## src/rtl/cmdv_pkg.sv

```systemverilog
package cmdv_pkg;
  typedef enum logic [3:0] {
    OP_INVALID = 4'd0,  OP_RECAL   = 4'd1,  OP_SEEK    = 4'd2,  OP_READ    = 4'd3,
    OP_WRITE   = 4'd4,  OP_FORMAT  = 4'd5,  OP_VERIFY  = 4'd6,  OP_DIAG    = 4'd7,
    OP_SETPARM = 4'd8,  OP_RDMULT  = 4'd9,  OP_WRMULT  = 4'd10, OP_SETMULT = 4'd11,
    OP_RDBUF   = 4'd12, OP_WRBUF   = 4'd13, OP_IDENT   = 4'd14, OP_SETBUF  = 4'd15
  } op_e;

  localparam int EB_BADBLK = 7;
  localparam int EB_UNCORR = 6;
  localparam int EB_IDNF   = 4;
  localparam int EB_ABORT  = 2;
  localparam int EB_TRK0   = 1;
  localparam int EB_NOAM   = 0;

  localparam logic [7:0] ERR_KEEP = (8'd1 << EB_BADBLK) | (8'd1 << EB_UNCORR) |
                                    (8'd1 << EB_IDNF)   | (8'd1 << EB_ABORT)  |
                                    (8'd1 << EB_TRK0)   | (8'd1 << EB_NOAM);
  localparam logic [7:0] ERR_ABORTED = 8'd1 << EB_ABORT;
endpackage

```

## src/rtl/cmdv_decode.sv

```systemverilog
module cmdv_decode
  import cmdv_pkg::*;
#(
  parameter int CODE_W = 8
) (
  input  logic [CODE_W-1:0] code,
  output op_e               op,
  output logic              long_f,
  output logic              noretry_f
);
  localparam int HI = CODE_W - 1;

  always_comb begin
    op        = OP_INVALID;
    long_f    = 1'b0;
    noretry_f = 1'b0;
    unique casez (code[HI -: 8])
      8'b0001_????: op = OP_RECAL;
      8'b0111_????: op = OP_SEEK;
      8'b0010_00??: begin op = OP_READ;  long_f = code[1]; noretry_f = code[0]; end
      8'b0011_00??: begin op = OP_WRITE; long_f = code[1]; noretry_f = code[0]; end
      8'b0100_000?: begin op = OP_VERIFY; noretry_f = code[0]; end
      8'h50: op = OP_FORMAT;
      8'h90: op = OP_DIAG;
      8'h91: op = OP_SETPARM;
      8'hC4: op = OP_RDMULT;
      8'hC5: op = OP_WRMULT;
      8'hC6: op = OP_SETMULT;
      8'hE4: op = OP_RDBUF;
      8'hE8: op = OP_WRBUF;
      8'hEC: op = OP_IDENT;
      8'hEF: op = OP_SETBUF;
      default: op = OP_INVALID;
    endcase
  end
endmodule

```

## src/rtl/cmdv_gate.sv

```systemverilog
module cmdv_gate
  import cmdv_pkg::*;
#(
  parameter int SC_W = 8,
  localparam int XC_W = SC_W + 1
) (
  input  op_e             op,
  input  logic            drv_ready,
  input  logic            wr_fault,
  input  logic [SC_W-1:0] sc_raw,
  output logic            go,
  output logic [XC_W-1:0] sc_eff
);
  always_comb begin
    go     = drv_ready && !wr_fault && (op != OP_INVALID);
    sc_eff = (sc_raw == '0) ? (XC_W'(1) << SC_W) : {1'b0, sc_raw};
  end
endmodule

```

## src/rtl/cmdv_state.sv

```systemverilog
module cmdv_state
  import cmdv_pkg::*;
#(
  parameter int SC_W = 8,
  localparam int XC_W = SC_W + 1
) (
  input  logic            clk,
  input  logic            rst_n,
  input  logic            take,
  input  logic            go,
  input  op_e             op_in,
  input  logic            long_in,
  input  logic            nr_in,
  input  logic [XC_W-1:0] cnt_in,
  input  logic            done,
  input  logic [7:0]      done_err,
  output logic [3:0]      op_q,
  output logic            long_q,
  output logic            nr_q,
  output logic [XC_W-1:0] cnt_q,
  output logic            start_q,
  output logic            abort_q,
  output logic            irq_q,
  output logic            busy_q,
  output logic            stat_err_q,
  output logic [7:0]      err_q
);
  logic [7:0] kept_err;
  assign kept_err = done_err & ERR_KEEP;

  always_ff @(posedge clk or negedge rst_n) begin
    if (!rst_n) begin
      op_q       <= '0;
      long_q     <= 1'b0;
      nr_q       <= 1'b0;
      cnt_q      <= '0;
      start_q    <= 1'b0;
      abort_q    <= 1'b0;
      irq_q      <= 1'b0;
      busy_q     <= 1'b0;
      stat_err_q <= 1'b0;
      err_q      <= '0;
    end else begin
      start_q <= 1'b0;
      abort_q <= 1'b0;
      irq_q   <= 1'b0;
      if (take) begin
        op_q    <= op_in;
        long_q  <= long_in;
        nr_q    <= nr_in;
        cnt_q   <= cnt_in;
        start_q <= go;
        abort_q <= !go;
        irq_q   <= !go;
        busy_q  <= go;
        stat_err_q <= !go;
        err_q   <= go ? 8'h00 : ERR_ABORTED;
      end else if (done && busy_q) begin
        busy_q     <= 1'b0;
        irq_q      <= 1'b1;
        err_q      <= kept_err;
        stat_err_q <= |kept_err;
      end
    end
  end

  // abort comes with error code, status error, interrupt, and no busy
  a_r8_abort_side: assert property (@(posedge clk) disable iff (!rst_n)
    abort_q |-> (err_q == ERR_ABORTED) && stat_err_q && irq_q && !busy_q);
  // start and abort are exclusive
  a_r9_one_outcome: assert property (@(posedge clk) disable iff (!rst_n)
    !(start_q && abort_q));
  // unused error bits stay clear
  a_r11_spare_bits: assert property (@(posedge clk) disable iff (!rst_n)
    (err_q[5] == 1'b0) && (err_q[3] == 1'b0));
  // latched count is never zero after a start
  a_r10_count_nonzero: assert property (@(posedge clk) disable iff (!rst_n)
    start_q |-> (cnt_q != '0));
endmodule

```

## src/rtl/disk_cmd_check.sv

```systemverilog
module disk_cmd_check
  import cmdv_pkg::*;
#(
  parameter int SC_W = 8,
  localparam int XC_W = SC_W + 1
) (
  input  logic            clk,
  input  logic            rst_n,
  input  logic            cmd_valid,
  output logic            cmd_ready,
  input  logic [7:0]      cmd_code,
  input  logic [SC_W-1:0] sec_count,
  input  logic            drv_ready,
  input  logic            wr_fault,
  input  logic            exec_done,
  input  logic [7:0]      exec_err,
  output logic [3:0]      op_code,
  output logic            long_mode,
  output logic            no_retry,
  output logic [XC_W-1:0] xfer_count,
  output logic            start_pulse,
  output logic            abort_pulse,
  output logic            irq_set,
  output logic            busy,
  output logic            err_status,
  output logic [7:0]      err_reg
);
  op_e             dec_op;
  logic            dec_long, dec_nr, ok;
  logic [XC_W-1:0] eff_cnt;
  logic            take;

  assign cmd_ready = !busy;
  assign take      = cmd_valid && cmd_ready;

  cmdv_decode #(.CODE_W(8)) u_dec (
    .code(cmd_code), .op(dec_op), .long_f(dec_long), .noretry_f(dec_nr)
  );

  cmdv_gate #(.SC_W(SC_W)) u_gate (
    .op(dec_op), .drv_ready(drv_ready), .wr_fault(wr_fault),
    .sc_raw(sec_count), .go(ok), .sc_eff(eff_cnt)
  );

  cmdv_state #(.SC_W(SC_W)) u_state (
    .clk(clk), .rst_n(rst_n), .take(take), .go(ok),
    .op_in(dec_op), .long_in(dec_long), .nr_in(dec_nr), .cnt_in(eff_cnt),
    .done(exec_done), .done_err(exec_err),
    .op_q(op_code), .long_q(long_mode), .nr_q(no_retry), .cnt_q(xfer_count),
    .start_q(start_pulse), .abort_q(abort_pulse), .irq_q(irq_set),
    .busy_q(busy), .stat_err_q(err_status), .err_q(err_reg)
  );

  // not-ready drive turns an accepted command into an abort
  a_r5_not_ready: assert property (@(posedge clk) disable iff (!rst_n)
    (cmd_valid && cmd_ready && !drv_ready) |=> (abort_pulse && !start_pulse));
  // write fault refuses new commands
  a_r6_fault: assert property (@(posedge clk) disable iff (!rst_n)
    (cmd_valid && cmd_ready && wr_fault) |=> (abort_pulse && !start_pulse));
  // busy blocks the handshake
  a_r11_busy_blocks: assert property (@(posedge clk) disable iff (!rst_n)
    busy |-> !cmd_ready);
endmodule

```

## config.mk

```make
export PLATFORM = sky130hd
export DESIGN_NAME = disk_cmd_check
export DESIGN_NICKNAME = d
export VERILOG_FILES = /design/src/rtl/cmdv_pkg.sv /design/src/rtl/cmdv_decode.sv /design/src/rtl/cmdv_gate.sv /design/src/rtl/cmdv_state.sv /design/src/rtl/disk_cmd_check.sv
export SDC_FILE = /design/constraint.sdc
export NUM_CORES = 1
export LEC_CHECK = 0
export BUFFER_PORTS_ARGS = -buffer_cell sky130_fd_sc_hd__buf_2
export CORE_MARGIN = 8
export CORE_UTILIZATION = 48
export DETAILED_ROUTE_END_ITERATION = 7
export GPL_TIMING_DRIVEN = 0
export PLACE_DENSITY = 0.8
export RECOVER_POWER = 100
export SYNTH_ARGS = -nofsm -noshare
export SYNTH_HDL_FRONTEND = slang
export SYNTH_SLANG_ARGS = --single-unit
```

## constraint.sdc

```tcl
create_clock -name clk -period 1.7 [get_ports clk]
set_input_delay 0.34 -clock clk [delete_from_list [all_inputs] [get_ports clk]]
set_output_delay 0.34 -clock clk [all_outputs]
set_load 0.02 [all_outputs]
```

**Yosys cells after proc, flatten, opt, wreduce, memory -nomap -nowiden**

Index checks and enable logic that the tools add are counted.
W data, S select, Z words.

- Input port bits: 30
- Register bits: 28
- Word-level logic and storage cells: 53
- Output and inout port bits: 29

- Muxes and demuxes: 15
- Reduce and logical (&&, ||, !) cells: 13
- Equal/unequal tests: 15

Operator list:

| kind | number |
|---|---|
| $eq A8 B8 Y1 const B | 9 |
| $pmux W4 S15 | 1 |
| $mux W8 | 2 |
| $eq A6 B4 Y1 const B | 2 |
| $mux W1 | 10 |
| $mux W9 | 1 |
| $eq A8 B7 Y1 const B | 1 |
| $logic_not A8 Y1 | 1 |
| $eq A7 B6 Y1 const B | 1 |
| $reduce_or A6 Y1 | 1 |
| $eq A4 B1 Y1 const B | 1 |
| $eq A4 B3 Y1 const B | 1 |
| $logic_and A1 B1 Y1 | 4 |
| $reduce_bool A4 Y1 | 1 |
| $logic_not A1 Y1 | 3 |
| $mux W3 | 1 |
| $reduce_or A3 Y1 | 1 |
| $reduce_bool A2 Y1 | 1 |
| $reduce_or A2 Y1 | 1 |

**Longest topological paths before layout**

Gate-level depths: netlist of run 1.

- Depth after elaboration: 6
- Mapped depth: 7

**Hierarchy**

Synthesis of run 1 repeated with hierarchy kept, for this count alone.

- Cell total of the unflattened synthesis: 139
- Area, all modules: 1421.4 um^2

Modules (own cells, without submodules):

| module | instances | area an instance (um^2) | cells each | seq. area each (um^2) |
|---|---|---|---|---|
| cmdv_state | 1 | 1031.0 | 79 | 650.6 |
| cmdv_decode | 1 | 311.5 | 45 | 0.0 |
| cmdv_gate | 1 | 68.8 | 13 | 0.0 |
| disk_cmd_check | 1 | 10.0 | 2 | 0.0 |

**Worst setup path after synthesis of run 1**

Ideal clock, no wire load.

- Path type: input to register
- Start point: input cmd_code[5]
- End point: register u_state.busy_q
- Stages on the path: 6
- Required time: 1604 ps
- Path buffers: 1
- Path slack: 14 ps
- Arrival: 1591 ps
- Cells stage by stage: buf_4 -> or4b_1 -> a311oi_2 -> a21oi_1 -> o21a_1 -> o32ai_2

- Word-level cells in the longest chain between the ends: 5

RTL lines:

| item | line | text |
|---|---|---|
| from (decl) | disk_cmd_check.sv:11 | `input logic [7:0] cmd_code,` |
| $eq A8 B8 Y1 (tied with other cells) | cmdv_decode.sv:17 | `unique casez (code[HI -: 8])` |
| $pmux W4 S15 (*) | cmdv_decode.sv:17 |  |
| $reduce_bool A4 Y1 (*) | cmdv_gate.sv:15 | `go = drv_ready && !wr_fault && (op != OP_INVALID);` |
| $logic_and A1 B1 Y1 (*) | cmdv_gate.sv:15 |  |
| $mux W1 (*) | cmdv_state.sv:47 | `if (take) begin` |
| to (signal assigned) | cmdv_state.sv:55 | `busy_q <= go;` |
| to (decl) | cmdv_state.sv:24 | `output logic busy_q,` |

Every way passes the cells marked *; elsewhere a longest branch is shown, timed or not.
A chain may end at the register's enable or synchronous reset.

**Worst setup path in the final report of run 1**

- Start point: input cmd_code[2]
- End point: register u_state.busy_q

- Word-level cells in the longest chain between the ends: 5

RTL lines:

| item | line |
|---|---|
| $eq A8 B8 Y1 (tied with other cells) | cmdv_decode.sv:17 |
| $pmux W4 S15 (*) | cmdv_decode.sv:17 |
| $reduce_bool A4 Y1 (*) | cmdv_gate.sv:15 |
| $logic_and A1 B1 Y1 (*) | cmdv_gate.sv:15 |
| $mux W1 (*) | cmdv_state.sv:47 |

Marked as above.

==> impl_results.md, run 1 <==
* Core area at between 0.002 and 0.003 mm²
* Clock slew at reported path FFs at 0.14 ns
* Pre-CTS setup slack at -0.197 ns
* CTS Hold Bufs at 0
* CP required at approximately 1.9 ns
* Gpl congestion at around 0.9
* DR DRC count at 0
* #FFs+latches synth at 26
* DR vias/cell at about 5.6
* Worst slew margin at ~9.3%
* Final count of hold timing violations at 0
* Largest net degree at the start of global routing at 27
* CTS buffer count at 3
* Chip width at a little over 70 µm
* H-tree depth at 1
* GRT Util Overall at roughly 15%
* Worst Hold Class: input port to register
* Yosys synthesis warning count at 0
* Max cap viols at 0
* Clock Latency Late Sink at between 0.3 and 0.4 ns
* Proportion of layout cells with a drive suffix above 1 at between 10% and 20%
* Final Power at 1.38 mW
* Fin crit share at between 90% and 100%
* Final-stage net count at 248
* Grt ovf at 0
* Sink Count at 26
* # setup viols final at 0
* Synth Flop Type: dfrtp_1
* ANT cells at 0
* Dpl hpwl at 2870 µm
* Worst-path fanout max at 9
* WP data arrival at ~1.8 ns
* IO Port Bufs at 50
* Maximum VDD drop at 0.000273 V
* Global-route wire length before repair at 6560 µm
* Final worst slack at ~0.13 ns
* I/O Pins at around 60
* Status: finished clean
* RSZ-0062 raised after global routing: false
* Clock Skew at around 0.01 ns
* Die area at 0.00503 mm²
* Post-Syn Instances at between 150 and 200
* Hold Path Origin: exec_done
* Slew Viols, Final at 0
* WL/cell at about 15 µm
* Number of antenna violations at the first check in global routing at 0
* Leakage at 0.779 nW
* Syn Area/Cell at 8.89 µm²
* Total Wirelength at between 3000 and 4000 µm
* Commonest non-fill, non-tap cell in the layout: nand2_1
* Site row count at 20
* ANT nets after route at 0
* Commonest non-fill, non-tap cells in the layout: nand2_1 (39), clkbuf_1 (34), dfrtp_1 (26)
* Max Freq at approximately 640 MHz
* Synth-to-layout area growth at 19.9%
* Ys async rst share at between 90% and 100%
* Synthesized area at approximately 0.0014 mm²
* Via count at between 1000 and 1500
* Clk root buf: clkbuf_4
* Startpoint Class: input port
* Multi-input gate area at between 700 and 800 µm²
* Die Ht at ~71 µm
* Starting DRT DRC Count at 96
* Clk buf depth at 2
* CTS tree: yes
* CP endpoint kind: register
* Fillers at ~300
* Finished Core Util at between 50% and 60%
* Worst hold slack at about 0.21 ns
* CP Class: input port to register
* Critical R2R Launch: u_state.busy_q$_DFFE_PN0P_
* FF/Latch Area at approximately 650 µm²
* Worst setup startpoint: cmd_code[2]
* Tightest Pin Transition at 1.36 ns
* Post-synth EDFFs at 0
* Initial Util at approximately half
* Vias in the first global route at between 1000 and 1500
* Synth cell types at 48
* Pre-antenna DRT Iters at 4
* Pwr Density at ~800 mW/mm²
* Seq/Total Area, Yosys at ~45%
* Fin crit period at 1.57 ns
-- synthesized netlist by cell type (all sizes together) (3+ instances only) --
master  count  area (µm²)
clkbuf      8        30.0
buf         6        37.5
inv         4        15.0
nand2b      3        18.8
dfrtp      26         651
nand2      39         146
nor2       11        41.3
a22o        5        43.8
nand4b      4        35.0
nor4        4        25.0
a21oi       5        25.0
o21ai       4        20.0
a31oi       3        18.8
nand3       3        15.0
-- flip-flops by register name (all words and copies together) (netlist names) --
name,flops
u_state.abort_q,1
u_state.busy_q,1
u_state.cnt_q,9
u_state.err_q,6
u_state.irq_q,1
u_state.long_q,1
u_state.nr_q,1
u_state.op_q,4
u_state.start_q,1
u_state.stat_err_q,1
-- worst paths after layout --
path | cells after the start | slack (ns) | end
setup / recovery | 6 | 0.13 | u_state.busy_q$_DFFE_PN0P_
hold / removal | 2 | 0.21 | u_state.busy_q$_DFFE_PN0P_
setup reg to reg | 4 | 0.23 | u_state.stat_err_q$_DFFE_PN0P_
hold reg to reg | 2 | 0.49 | u_state.cnt_q[3]$_DFFE_PN0P_
max in group asynchronous | 1 | 0.60 | u_state.op_q[0]$_DFFE_PN0P_
min in group asynchronous | 1 | 0.30 | u_state.start_q$_DFF_PN0_
-- cell families (layout without fill, tap and decap cells) --
| kind of cell | count (synthesis) | in the layout | synth area share [%] |
|---|---|---|---|
| AOI/OAI and AO/OA | 33 | 33 | 18.8 |
| xor gates and xnor gates | 2 | 2 | 1.21 |
| buffers and inverters | 18 | 71 | 5.70 |
| DFF | 26 | 26 | 44.9 |
| muxes | 2 | 2 | 1.47 |
| other | 1 | 2 | 0.259 |
| and+or+nand+nor | 81 | 81 | 27.6 |
-- what timing repair did --
item                       in CTS  in global routing
setup endpoints to repair       0                 12
resized for setup               0                  5
buffers inserted                0                  0
-- power breakdown --
| part | total [mW] | internal, mW | leakage [nW] | switching (mW) |
|---|---|---|---|---|
| registers | 0.703 | 0.674 | 0.331 | 0.0289 |
| clock network | 0.305 | 0.131 | 0.0210 | 0.174 |
| logic | 0.369 | 0.120 | 0.427 | 0.249 |
| total | 1.38 | 0.925 | 0.779 | 0.452 |
-- critical path: stages --
cell and delay, ns:
buf_2 0.14, or4b_1 0.52, a311oi_2 0.33, a21oi_1 0.07, o21a_1 0.13, o32ai_1 0.26
-- area by class of cell --
class	instances	share of cell area, %
inverter	4	0.864
multi-input combinational	120	41.1
tap	33	2.38
timing repair buffer	50	12.3
sequential	26	37.4
buffer	13	3.82
clock buffer	4	2.09
-- per-stage QoR --
stage,std cells,area [µm²],TNS [ns]
after floorplan,164,1450,0
after global placement,247,1740,-0.766
after detailed placement,247,1740,-0.903
after CTS,251,1780,0
after global routing,250,1740,0
final,250,1740,0
-- per-layer routing --
layer,GRT usage [%],vias up,wire (µm)
li1,-,687,-
met1,19.3,650,1680
met2,24.6,55,1730
met3,3.39,2,273
met4,7.39,0,34
met5,0,-,0
(Power assumes the default switching activity.)
==> inputs of run 2 (changes only) <==
clock period = 1.6 ns   (was 1.7 ns; I/O delays follow)
==> run 2 against run 1 <==
  * Wire length shrank 2.1%
  * Sequential share of layout area fell by 0.35 points
  * Total power increased by 2.1%
  * Register-to-register slack got worse by 0.10 ns
  * Critical path depth did not move
  * Highest routed layer unchanged
==> impl_results.md, run 2 (synthesis results as in run 1) <==
* Worst Hold Class: input port to register
* Pre-CTS setup slack at -0.231 ns
* WL met1 at approximately 1600 µm
* Hold Path Origin: exec_done
* Met2 routed WL at around 1800 µm
* DR DRC count at 0
* Chip width at around 70 µm
* Top Registers: u_state.cnt_q x9, u_state.err_q x6, u_state.op_q x4
* Die area at about 0.0050 mm²
* Final-stage net count at 249
* # setup viols final at 0
* Commonest non-fill, non-tap cells in the layout: nand2_1 (39), clkbuf_1 (32), dfrtp_1 (26)
* Grt ovf at 0
* FF-to-FF End: u_state.stat_err_q$_DFFE_PN0P_
* Worst path top cell family by delay: compound AO/OA/AOI/OAI gates
* Register name with the most flops: u_state.cnt_q
* CTS buffer count at 3
* Clk root buf: clkbuf_4
* CP endpoint kind: register
* ANT nets after route at 0
* Worst-path fanout max at 9
* Setup repair bufs after CTS at 0
* Maximum VDD drop at 0.000294 V
* Via count at 1400
* GRT Util Overall at 14.8%
* Gpl congestion at just over 0.9
* Largest net degree at the start of global routing at 27
* Sink Count at 26
* Final worst slack at roughly 0.11 ns
* Core area at around 0.003 mm²
* I/O Pins at about 60
* Vias in the first global route at 1375
* IO Port Bufs at 50
* Clock Skew at between 0.0015 and 0.002 ns
* Startpoint Class: input port
* Die Ht at 70.9 µm
* Number of flip-flops in the largest register at 9
* Levels on crit path at 6
* Crit path to: u_state.busy_q$_DFFE_PN0P_
* ANT cells at 0
* RSZ-0062 raised after global routing: false
* Critical-path top delay cell: or4b_1
* Commonest non-fill, non-tap cell in the layout: nand2_1
* Proportion of layout cells with a drive suffix above 1 at a little under a fifth
* Detail Route met3 WL at 224 µm
* Site row count at 20
* Finished Core Util at about three fifths
* CP required at 1.83 ns
* Pwr Density at ~800 mW/mm²
* Pre-antenna DRT Iters at 4
* Tightest Pin Transition at 0.618 ns
* WP buf/inv at 1
* Final Power at between 1 and 1.5 mW
* Max incr delay on CP at 0.52 ns
* Clock Latency Late Sink at 0.31 ns
* Max cap viols at 0
* Worst setup startpoint: cmd_code[2]
* Fin crit period at 1.49 ns
* Clk buf depth at 2
* Fin crit share at 92.9%
* Global-route wire length before repair at slightly above 6000 µm
* Max layer used: met4
* CTS tree: yes
* CP Class: input port to register
* Synth-to-layout area growth at 21.1%
* Leakage at roughly 0.8 nW
* Number of antenna violations at the first check in global routing at 0
* Clock slew at reported path FFs at approximately 0.12 ns
* DR vias/cell at about 5.6
* Starting DRT DRC Count at a little under 70
* CP cell instances: buf_2 -> or4b_1 -> a311oi_2 -> a21oi_1 -> o21a_1 -> o32ai_2
* Initial Util at 49.1%
* Final count of hold timing violations at 0
* WL/cell at roughly 15 µm
* Total Wirelength at 3640 µm
* Slew Viols, Final at 0
* H-tree depth at 1
* Max Freq at 673 MHz
* Worst reg-to-reg path cell count at 4
* Reg-to-reg slack, setup at approximately 0.13 ns
* Dpl hpwl at ~2800 µm
* Fillers at ~300
* Worst slew margin at 58.8%
* Status: finished clean
* WP data arrival at 1.72 ns
* Critical R2R Launch: u_state.busy_q$_DFFE_PN0P_
==> run 2: through the flow <==
stage / TNS, ns / hold slack, ns / area, µm² / instances
6_report: 0 / 0.196 / 1750 / 250
3_5_place_dp: -1.49 / 0.338 / 1750 / 247
3_3_place_gp: -1.38 / 0.340 / 1750 / 247
2_1_floorplan: 0 / 0.0244 / 1460 / 164
5_1_grt: 0 / 0.187 / 1750 / 250
4_1_cts: 0 / 0.192 / 1780 / 251
==> run 2: timing repair <==
| action | in CTS | in global routing |
|---|---|---|
| endpoints found under the hold margin | 26 | 0 |
| hold buffers | 1 | 0 |
| resized for setup | 2 | 3 |
| setup endpoints to repair | 2 | 13 |
==> run 2: final cells by class <==
cell class                      count  area [µm²]  area share (%)
Multi-Input combinational cell    120         728            41.5
Sequential cell                    26         651            37.1
Timing Repair Buffer               51         226            12.9
Buffer                             13        70.1            3.99
Tap cell                           33        41.3            2.35
Clock buffer                        3        22.5            1.28
Inverter                            4        15.0           0.856
==> run 2: metal layers <==
| metal | GRT usage, % | vias to the layer above |
|---|---|---|
| met5 | 0 | - |
| met4 | 6.24 | 0 |
| met3 | 3.25 | 4 |
| met2 | 25.1 | 43 |
| met1 | 17.6 | 667 |
| li1 | - | 686 |
==> run 2: how the worst min path moves through the flow <==
stage                                   endpoint  slack (ns)  depth (start not counted)
finish                u_state.busy_q$_DFFE_PN0P_        0.20                          2
floorplan              u_state.abort_q$_DFF_PN0_        0.02                          0
detailed placement  u_state.err_q[1]$_DFFE_PN0P_        0.34                          1
global route          u_state.busy_q$_DFFE_PN0P_        0.19                          2
global placement    u_state.err_q[7]$_DFFE_PN0P_        0.34                          1
CTS                   u_state.busy_q$_DFFE_PN0P_        0.19                          2
==> run 2: power by group <==
| group | switching [mW] | internal [mW] | total, mW | leakage (nW) |
|---|---|---|---|---|
| registers | 0.0308 | 0.717 | 0.747 | 0.331 |
| clock network | 0.175 | 0.0881 | 0.263 | 0.0138 |
| logic | 0.264 | 0.132 | 0.396 | 0.441 |
